**src/rtl/sg_mm2s_pkg.sv**
```systemverilog
package sg_mm2s_pkg;
    typedef enum logic [2:0] {
        S_IDLE,
        S_FETCH,
        S_APP,
        S_RD,
        S_BEAT,
        S_WB
    } sg_state_e;

    localparam int CTRL_EOF_BIT  = 26;
    localparam int CTRL_SOF_BIT  = 27;
    localparam int STAT_DONE_BIT = 31;

    localparam logic [7:0] OFF_NEXT = 8'h00;
    localparam logic [7:0] OFF_BUF  = 8'h08;
    localparam logic [7:0] OFF_CTRL = 8'h18;
    localparam logic [7:0] OFF_STAT = 8'h1C;
    localparam logic [7:0] OFF_APP  = 8'h20;
endpackage

```
**src/rtl/sg_keep_gen.sv**
```systemverilog
module sg_keep_gen #(
    parameter int LEN_W = 23
) (
    input  logic [LEN_W-1:0] rem_i,
    input  logic             eof_i,
    output logic [3:0]       keep_o,
    output logic             last_o,
    output logic [2:0]       step_o
);
    logic full;
    assign full   = rem_i >= LEN_W'(4);
    assign step_o = full ? 3'd4 : rem_i[2:0];
    assign last_o = eof_i && (rem_i <= LEN_W'(4));

    for (genvar i = 0; i < 4; i++) begin : g_keep
        assign keep_o[i] = rem_i > LEN_W'(i);
    end
endmodule

```
**src/rtl/sg_pkt_limit.sv**
```systemverilog
module sg_pkt_limit #(
    parameter int LEN_W = 23,
    parameter int POS_W = 15,
    parameter int MAX_BYTES = 16384
) (
    input  logic [POS_W-1:0] pos_i,
    input  logic [LEN_W-1:0] len_i,
    input  logic             sof_i,
    output logic             over_o,
    output logic [POS_W-1:0] pos_nxt_o
);
    localparam int SUM_W = ((LEN_W > POS_W) ? LEN_W : POS_W) + 1;

    logic [SUM_W-1:0] base;
    logic [SUM_W-1:0] sum;

    assign base      = sof_i ? '0 : SUM_W'(pos_i);
    assign sum       = base + SUM_W'(len_i);
    assign over_o    = sum > SUM_W'(MAX_BYTES);
    assign pos_nxt_o = sum[POS_W-1:0];
endmodule

```
**src/rtl/sg_mm2s_engine.sv**
```systemverilog
module sg_mm2s_engine #(
    parameter int AW            = 32,
    parameter int LEN_W         = 23,
    parameter int APP_WORDS     = 6,
    parameter int MAX_PKT_BYTES = 16384
) (
    input  logic                    clk,
    input  logic                    rst_n,
    input  logic                    run_i,
    input  logic                    cur_load_i,
    input  logic [AW-1:0]           cur_ptr_i,
    input  logic                    tail_wr_i,
    input  logic [AW-1:0]           tail_ptr_i,
    output logic                    idle_o,
    output logic                    err_o,
    output logic                    done_o,
    output logic [AW-1:0]           cur_ptr_o,
    output logic                    mem_req_o,
    output logic                    mem_we_o,
    output logic [AW-1:0]           mem_addr_o,
    output logic [31:0]             mem_wdata_o,
    input  logic                    mem_ack_i,
    input  logic [31:0]             mem_rdata_i,
    output logic                    m_tvalid_o,
    input  logic                    m_tready_i,
    output logic [31:0]             m_tdata_o,
    output logic [3:0]              m_tkeep_o,
    output logic                    m_tlast_o,
    output logic [APP_WORDS*32-1:0] app_o
);
    import sg_mm2s_pkg::*;

    localparam int POS_W  = $clog2(MAX_PKT_BYTES + 1);
    localparam int AIDX_W = (APP_WORDS > 1) ? $clog2(APP_WORDS) : 1;

    typedef struct packed {
        sg_state_e                   st;
        logic                        idle;
        logic                        err;
        logic                        done;
        logic [AW-1:0]               cur;
        logic [AW-1:0]               tail;
        logic [AW-1:0]               nxt;
        logic [AW-1:0]               bptr;
        logic [31:0]                 ctrl;
        logic [LEN_W-1:0]            rem;
        logic [POS_W-1:0]            pos;
        logic [1:0]                  widx;
        logic [AIDX_W-1:0]           aidx;
        logic [31:0]                 beat;
        logic [APP_WORDS-1:0][31:0]  app;
    } regs_t;

    regs_t r_q, r_d;

    logic [LEN_W-1:0] len;
    logic             sof, eof;
    logic [3:0]       keep;
    logic             last;
    logic [2:0]       step;
    logic             over;
    logic [POS_W-1:0] pos_nxt;
    logic             go_data;
    logic [7:0]       fetch_off;

    assign len = r_q.ctrl[LEN_W-1:0];
    assign sof = r_q.ctrl[CTRL_SOF_BIT];
    assign eof = r_q.ctrl[CTRL_EOF_BIT];

    sg_keep_gen #(.LEN_W(LEN_W)) u_keep (
        .rem_i (r_q.rem),
        .eof_i (eof),
        .keep_o(keep),
        .last_o(last),
        .step_o(step)
    );

    sg_pkt_limit #(.LEN_W(LEN_W), .POS_W(POS_W), .MAX_BYTES(MAX_PKT_BYTES)) u_limit (
        .pos_i    (r_q.pos),
        .len_i    (len),
        .sof_i    (sof),
        .over_o   (over),
        .pos_nxt_o(pos_nxt)
    );

    always_comb begin
        case (r_q.widx)
            2'd0:    fetch_off = OFF_NEXT;
            2'd1:    fetch_off = OFF_BUF;
            2'd2:    fetch_off = OFF_CTRL;
            default: fetch_off = OFF_STAT;
        endcase
    end

    always_comb begin
        r_d      = r_q;
        r_d.done = 1'b0;
        go_data  = 1'b0;
        if (tail_wr_i) r_d.tail = tail_ptr_i;

        case (r_q.st)
            S_IDLE: begin
                if (tail_wr_i && run_i && !r_q.err) begin
                    r_d.idle = 1'b0;
                    r_d.st   = S_FETCH;
                    r_d.widx = 2'd0;
                end else if (cur_load_i) begin
                    r_d.cur = cur_ptr_i;
                end
            end
            S_FETCH: begin
                if (mem_ack_i) begin
                    r_d.widx = r_q.widx + 2'd1;
                    case (r_q.widx)
                        2'd0: r_d.nxt  = mem_rdata_i[AW-1:0];
                        2'd1: r_d.bptr = mem_rdata_i[AW-1:0];
                        2'd2: r_d.ctrl = mem_rdata_i;
                        default: begin
                            if (mem_rdata_i[STAT_DONE_BIT]) begin
                                r_d.idle = 1'b1;
                                r_d.st   = S_IDLE;
                            end else if (over) begin
                                r_d.err  = 1'b1;
                                r_d.idle = 1'b1;
                                r_d.st   = S_IDLE;
                            end else begin
                                r_d.pos = pos_nxt;
                                if (sof) begin
                                    r_d.st   = S_APP;
                                    r_d.aidx = '0;
                                end else begin
                                    go_data = 1'b1;
                                end
                            end
                        end
                    endcase
                end
            end
            S_APP: begin
                if (mem_ack_i) begin
                    r_d.app[r_q.aidx] = mem_rdata_i;
                    if (r_q.aidx == AIDX_W'(APP_WORDS - 1)) go_data = 1'b1;
                    else r_d.aidx = r_q.aidx + 1'b1;
                end
            end
            S_RD: begin
                if (mem_ack_i) begin
                    r_d.beat = mem_rdata_i;
                    r_d.st   = S_BEAT;
                end
            end
            S_BEAT: begin
                if (m_tready_i) begin
                    r_d.rem  = r_q.rem - LEN_W'(step);
                    r_d.bptr = r_q.bptr + AW'(4);
                    r_d.st   = (r_q.rem == LEN_W'(step)) ? S_WB : S_RD;
                end
            end
            S_WB: begin
                if (mem_ack_i) begin
                    r_d.done = eof;
                    if (eof) r_d.pos = '0;
                    r_d.cur = r_q.nxt;
                    if (r_q.cur == r_q.tail) begin
                        r_d.idle = 1'b1;
                        r_d.st   = S_IDLE;
                    end else begin
                        r_d.st   = S_FETCH;
                        r_d.widx = 2'd0;
                    end
                end
            end
            default: r_d.st = S_IDLE;
        endcase

        if (go_data) begin
            r_d.rem = len;
            if (len == '0) r_d.st = eof ? S_BEAT : S_WB;
            else           r_d.st = S_RD;
        end
    end

    always_ff @(posedge clk) begin
        if (!rst_n) begin
            r_q      <= '0;
            r_q.idle <= 1'b1;
        end else begin
            r_q <= r_d;
        end
    end

    always_comb begin
        mem_wdata_o                = '0;
        mem_wdata_o[LEN_W-1:0]     = len;
        mem_wdata_o[STAT_DONE_BIT] = 1'b1;
        case (r_q.st)
            S_FETCH: mem_addr_o = r_q.cur + AW'(fetch_off);
            S_APP:   mem_addr_o = r_q.cur + AW'(OFF_APP) + AW'({r_q.aidx, 2'b00});
            S_RD:    mem_addr_o = r_q.bptr;
            S_WB:    mem_addr_o = r_q.cur + AW'(OFF_STAT);
            default: mem_addr_o = '0;
        endcase
    end

    assign mem_req_o  = (r_q.st == S_FETCH) || (r_q.st == S_APP) ||
                        (r_q.st == S_RD) || (r_q.st == S_WB);
    assign mem_we_o   = (r_q.st == S_WB);
    assign m_tvalid_o = (r_q.st == S_BEAT);
    assign m_tdata_o  = r_q.beat;
    assign m_tkeep_o  = keep;
    assign m_tlast_o  = last;
    assign idle_o     = r_q.idle;
    assign err_o      = r_q.err;
    assign done_o     = r_q.done;
    assign cur_ptr_o  = r_q.cur;
    assign app_o      = r_q.app;

    p_beat_hold_r12: assert property (@(posedge clk) disable iff (!rst_n)
        m_tvalid_o && !m_tready_i |=> m_tvalid_o && $stable(m_tdata_o) &&
        $stable(m_tkeep_o) && $stable(m_tlast_o));

    p_done_pulse_r8: assert property (@(posedge clk) disable iff (!rst_n)
        done_o |=> !done_o);

    p_err_sticky_r11: assert property (@(posedge clk) disable iff (!rst_n)
        err_o |=> err_o);

    p_err_quiet_r11: assert property (@(posedge clk) disable iff (!rst_n)
        err_o |-> !mem_req_o && !m_tvalid_o);

    p_idle_quiet_r2: assert property (@(posedge clk) disable iff (!rst_n)
        idle_o |-> !mem_req_o && !m_tvalid_o);

    p_empty_beat_last_r6: assert property (@(posedge clk) disable iff (!rst_n)
        m_tvalid_o && (m_tkeep_o == 4'h0) |-> m_tlast_o);
endmodule

```
**config.mk**
```make
export PLATFORM = sky130hd
export DESIGN_NAME = sg_mm2s_engine
export DESIGN_NICKNAME = d
export VERILOG_FILES = /design/src/rtl/sg_mm2s_pkg.sv /design/src/rtl/sg_keep_gen.sv /design/src/rtl/sg_pkt_limit.sv /design/src/rtl/sg_mm2s_engine.sv
export SDC_FILE = /design/constraint.sdc
export NUM_CORES = 1
export LEC_CHECK = 0
export ABC_AREA = 1
export CAP_MARGIN = 10
export CORE_ASPECT_RATIO = 0.8
export CORE_MARGIN = 3
export CORE_UTILIZATION = 54
export DETAILED_ROUTE_END_ITERATION = 7
export DONT_BUFFER_PORTS = 1
export GPL_TIMING_DRIVEN = 0
export HOLD_SLACK_MARGIN = 0.08
export PLACE_DENSITY_LB_ADDON = 0.3
export RECOVER_POWER = 25
export REMOVE_ABC_BUFFERS = 1
export SYNTH_ARGS = -nofsm -noshare
export SYNTH_HDL_FRONTEND = slang
export SYNTH_HIERARCHICAL = 1
export SYNTH_SLANG_ARGS = --single-unit
```
**constraint.sdc**
```tcl
create_clock -name clk -period 3.04 [get_ports clk]
set_input_delay 0.152 -clock clk [delete_from_list [all_inputs] [get_ports clk]]
set_output_delay 0.152 -clock clk [all_outputs]
set_load 0.005 [all_outputs]
```
==> results.tsv <==
stage	metric	value	unit
power	ir_worst_vdd	0.000924	V
die	die_y	194	microns
min_path	min_from	rst_n	
sta	fmax	0.291	GHz
job	maxCapViolations	0	
sta	tightest_slew	1.10	ns
clock_tree	cts_buffers	44	
cells_and_area	syn2layout_area_growth	16.5	%
route	via_per_inst	6.17	
route	top_layer_used	met5	
route	wl_per_cell	23.9	microns
placed_design	place_hpwl	57.4	mm
logic_synthesis	yosysMostFrequentCell	nand2_1	
clock_tree	worstSkewPairLatency	0.58	ns
worst_setup_path	worstSetupPathType	reg -> reg	
power	p_leak	11.1	nW
sta	hold_ws	0.0259	ns
logic_synthesis	syn_avg_cell_area	6.70	sq um
die	fp-row-count	68	
route	dr_wl_met2	40.7	mm
logic_synthesis	synthesis.area	23800	sq um
placed_design	placedCellCount	3635	
route	drtIter0Drc	3138	
clock_tree	cts_tree	done	
run_status	violations	setup timing	
logic_synthesis	yosys-top-cells-count	nand2_1, nor2_1, dfxtp_1	
worst_setup_path	timing.rr.end	r_q[430]$_SDFFE_PN0P_	
clock_tree	clk_pin_slew	0.07	ns
cells_and_area	nNetsFinal	3506	
route	first_pass_iters	8	
worst_setup_path	critPathMaxFanout	6	
route	dr_total_vias	24400	
grt	grt_pass1_vias	22200	
worst_setup_path	r2r_start	r_q[294]$_SDFFE_PN0P_	
placed_design	pre_cts_slack	-1.78	ns
clock_tree	htree_levels	2	
cells_and_area	final_area	27700	sq um
logic_synthesis	synth_warnings	6	
sta	worst_slack	-0.401	ns
min_path	hold_class	in -> reg	
worst_setup_path	setup.worst_path.end_class	flop	
worst_setup_path	start_kind	flop	
power	power	0.0233	W
sta	finalCriticalPeriod	3.44	ns
placed_design	gp_congestion	0.985	
die	ios	434	
route	drc_errors	0	
logic_synthesis	async_flop_share	0	%
worst_setup_path	arrival	3.91	ns
route	drtAntennaViolNets	0	
logic_synthesis	synthDistinctLibCells	49	
worst_setup_path	rr_worst_depth	24	
grt	grt_max_degree	325	
die	core	43300	sq um
min_path	hold_path_end	r_q[303]$_SDFFE_PN0P_	
placed_design	portBuffers	0	
sta	min_period_over_period	113	%
cells_and_area	fin_cells	3964	
route	drt-met1-wl	35.3	mm
logic_synthesis	synth_area_leader_cell	dfxtp_1	
grt	grt_pass1_wl	136	mm
sta	finalHoldViolations	0	
logic_synthesis	synth_edf_count	0	
grt	overflow	0	
worst_setup_path	r2r_slack	-0.40	ns
worst_setup_path	crit_required	3.51	ns
sta	rsz0062_at_grt	yes	
cells_and_area	layout-drive-gt1-share	16.8	%
min_path	whs_path_depth	3	
sta	clock_skew	0.0217	ns
placed_design	dpl-instance-area	21700	sq um
die	start_util	54.9	%
logic_synthesis	syn_inst	3549	
die	fp.dieW	241	microns
logic_synthesis	synth_top_flop_cell	dfxtp_1	
sta	slew_violations	0	
clock_tree	clockBufferDepth	3	
power	p_per_area	842	nW/um^2
grt	grt.total_usage	37.6	%
clock_tree	root_buffer	clkbuf_16	
sta	finalSetupViolCount	82	
logic_synthesis	yosysSeqAreaShare	35.9	%
sta	max_slew_margin	26.8	%
route	wl	94.6	mm
grt	antenna_found_initial	11	
route	wl_met3	13.4	mm
logic_synthesis	ys_ff_latch	426	
clock_tree	numClockSinks	426	
run_status	outcome	finished with violations	
logic_synthesis	synth_top_area_share	35.9	%
die	dieArea	46600	sq um
logic_synthesis	synthTopCellsByArea	dfxtp_1, nand2_1, buf_4, nor2_1, o21ai_0	
[worst max-delay path by stage]
stage | startpoint | to | slack, ns
6_report | r_q[294]$_SDFFE_PN0P_ | r_q[430]$_SDFFE_PN0P_ | -0.40
2_1_floorplan | r_q[294]$_SDFFE_PN0P_ | r_q[261]$_SDFFE_PN0P_ | -0.44
3_3_place_gp | r_q[430]$_SDFFE_PN0P_ | m_tdata_o[20]$_SDFFE_PN0P_ | -2.58
4_1_cts | r_q[430]$_SDFFE_PN0P_ | mem_addr_o[26] | -0.31
3_5_place_dp | r_q[430]$_SDFFE_PN0P_ | mem_addr_o[29] | -1.78
5_1_grt | r_q[229]$_SDFFE_PN0P_ | r_q[432]$_SDFFE_PN0P_ | -0.52
[stage by stage]
stage / utilization, % / TNS [ns]
global route: 63.9 / -28.80
detailed placement: 50.2 / -233.43
global placement: 49.6 / -582.82
floorplan: - / -25.15
finish: 63.9 / -20.54
CTS: 60.7 / -30.59
[cell usage in the layout, fill, tap and decap left out, types with 13 or more instances in the layout]
master,count
o21ai_0,348
a21oi_1,202
o211ai_1,27
buf_6,21
nand4_1,40
inv_2,22
buf_4,56
a31oi_1,67
ha_4,15
ha_1,13
dfxtp_1,417
nor2_2,18
nand2_2,77
nor2_4,46
dlygate4sd3_1,147
xor2_1,25
o21ai_1,16
nor3_1,25
clkbuf_16,44
nand2_1,513
nand2_4,53
inv_4,13
nor2_1,484
inv_1,264
nand3_1,183
xnor2_1,21
o21ai_2,13
a21oi_2,22
nand3_2,41
[critical path, cell delays in order, from the launching register on]
cell,delay (ns)
dfxtp_4,0.46
buf_8,0.17
nor2_4,0.05
fa_2,0.40
nand2_2,0.11
nand2_4,0.09
nand2_4,0.11
nand2_2,0.06
nand2_2,0.07
nand3_2,0.09
nor2_1,0.14
nand2_1,0.07
nor2_1,0.12
nand3_1,0.09
nand2_2,0.10
nand2_4,0.07
nor2_4,0.12
nand3_2,0.10
nand2_4,0.11
nand3_4,0.18
buf_6,0.18
a21oi_4,0.19
inv_2,0.08
nor2_1,0.12
nor2_1,0.05
[sequential cells by signal, summed over array words and instances, names as in the netlist]
signal       count
mem_wdata_o     23
r_q            143
done_o           1
m_tdata_o       32
eof              1
app_o          192
cur_ptr_o       32
err_o            1
idle_o           1
[per-layer routing]
metal  GRT usage [%]  up-vias
met5               0        -
met4            15.9        4
met3            12.2      390
met2            56.6     1761
met1            49.5    11400
li1                -    10900
[cells by family after synthesis]
group           synth area share (%)
fa+ha+maj                       2.02
other cells                   0.0316
simple gates                    26.5
xor+xnor                        1.73
buf+inv                         17.6
compound gates                  16.2
flops                           35.9
[timing repair]
action	4_1_cts	5_1_grt
endpoints found under the hold margin	403	131
buffers inserted	53	31
hold buffers	142	8
cloned	13	1
setup endpoints to repair	315	294
pin swaps	102	147
resized for setup	272	282
[final cells by class]
type / count / area [sq um]
Multi-Input combinational cell: 2338 / 13000
Timing Repair inverter: 4 / 40.0
Inverter: 309 / 1270
Tap cell: 560 / 701
Antenna cell: 5 / 12.5
Fill cell: 3670 / 15600
Timing Repair Buffer: 244 / 2600
Clock buffer: 56 / 1220
Clock inverter: 22 / 352
Sequential cell: 426 / 8550
[report_power, final]
part / switching, W / internal (W) / total [W]
Combinational: 0.00674 / 0.00324 / 0.00998
Clock: 0.00246 / 0.00354 / 0.00599
Sequential: 0.00112 / 0.00622 / 0.00733
(Power assumes the default switching activity.)
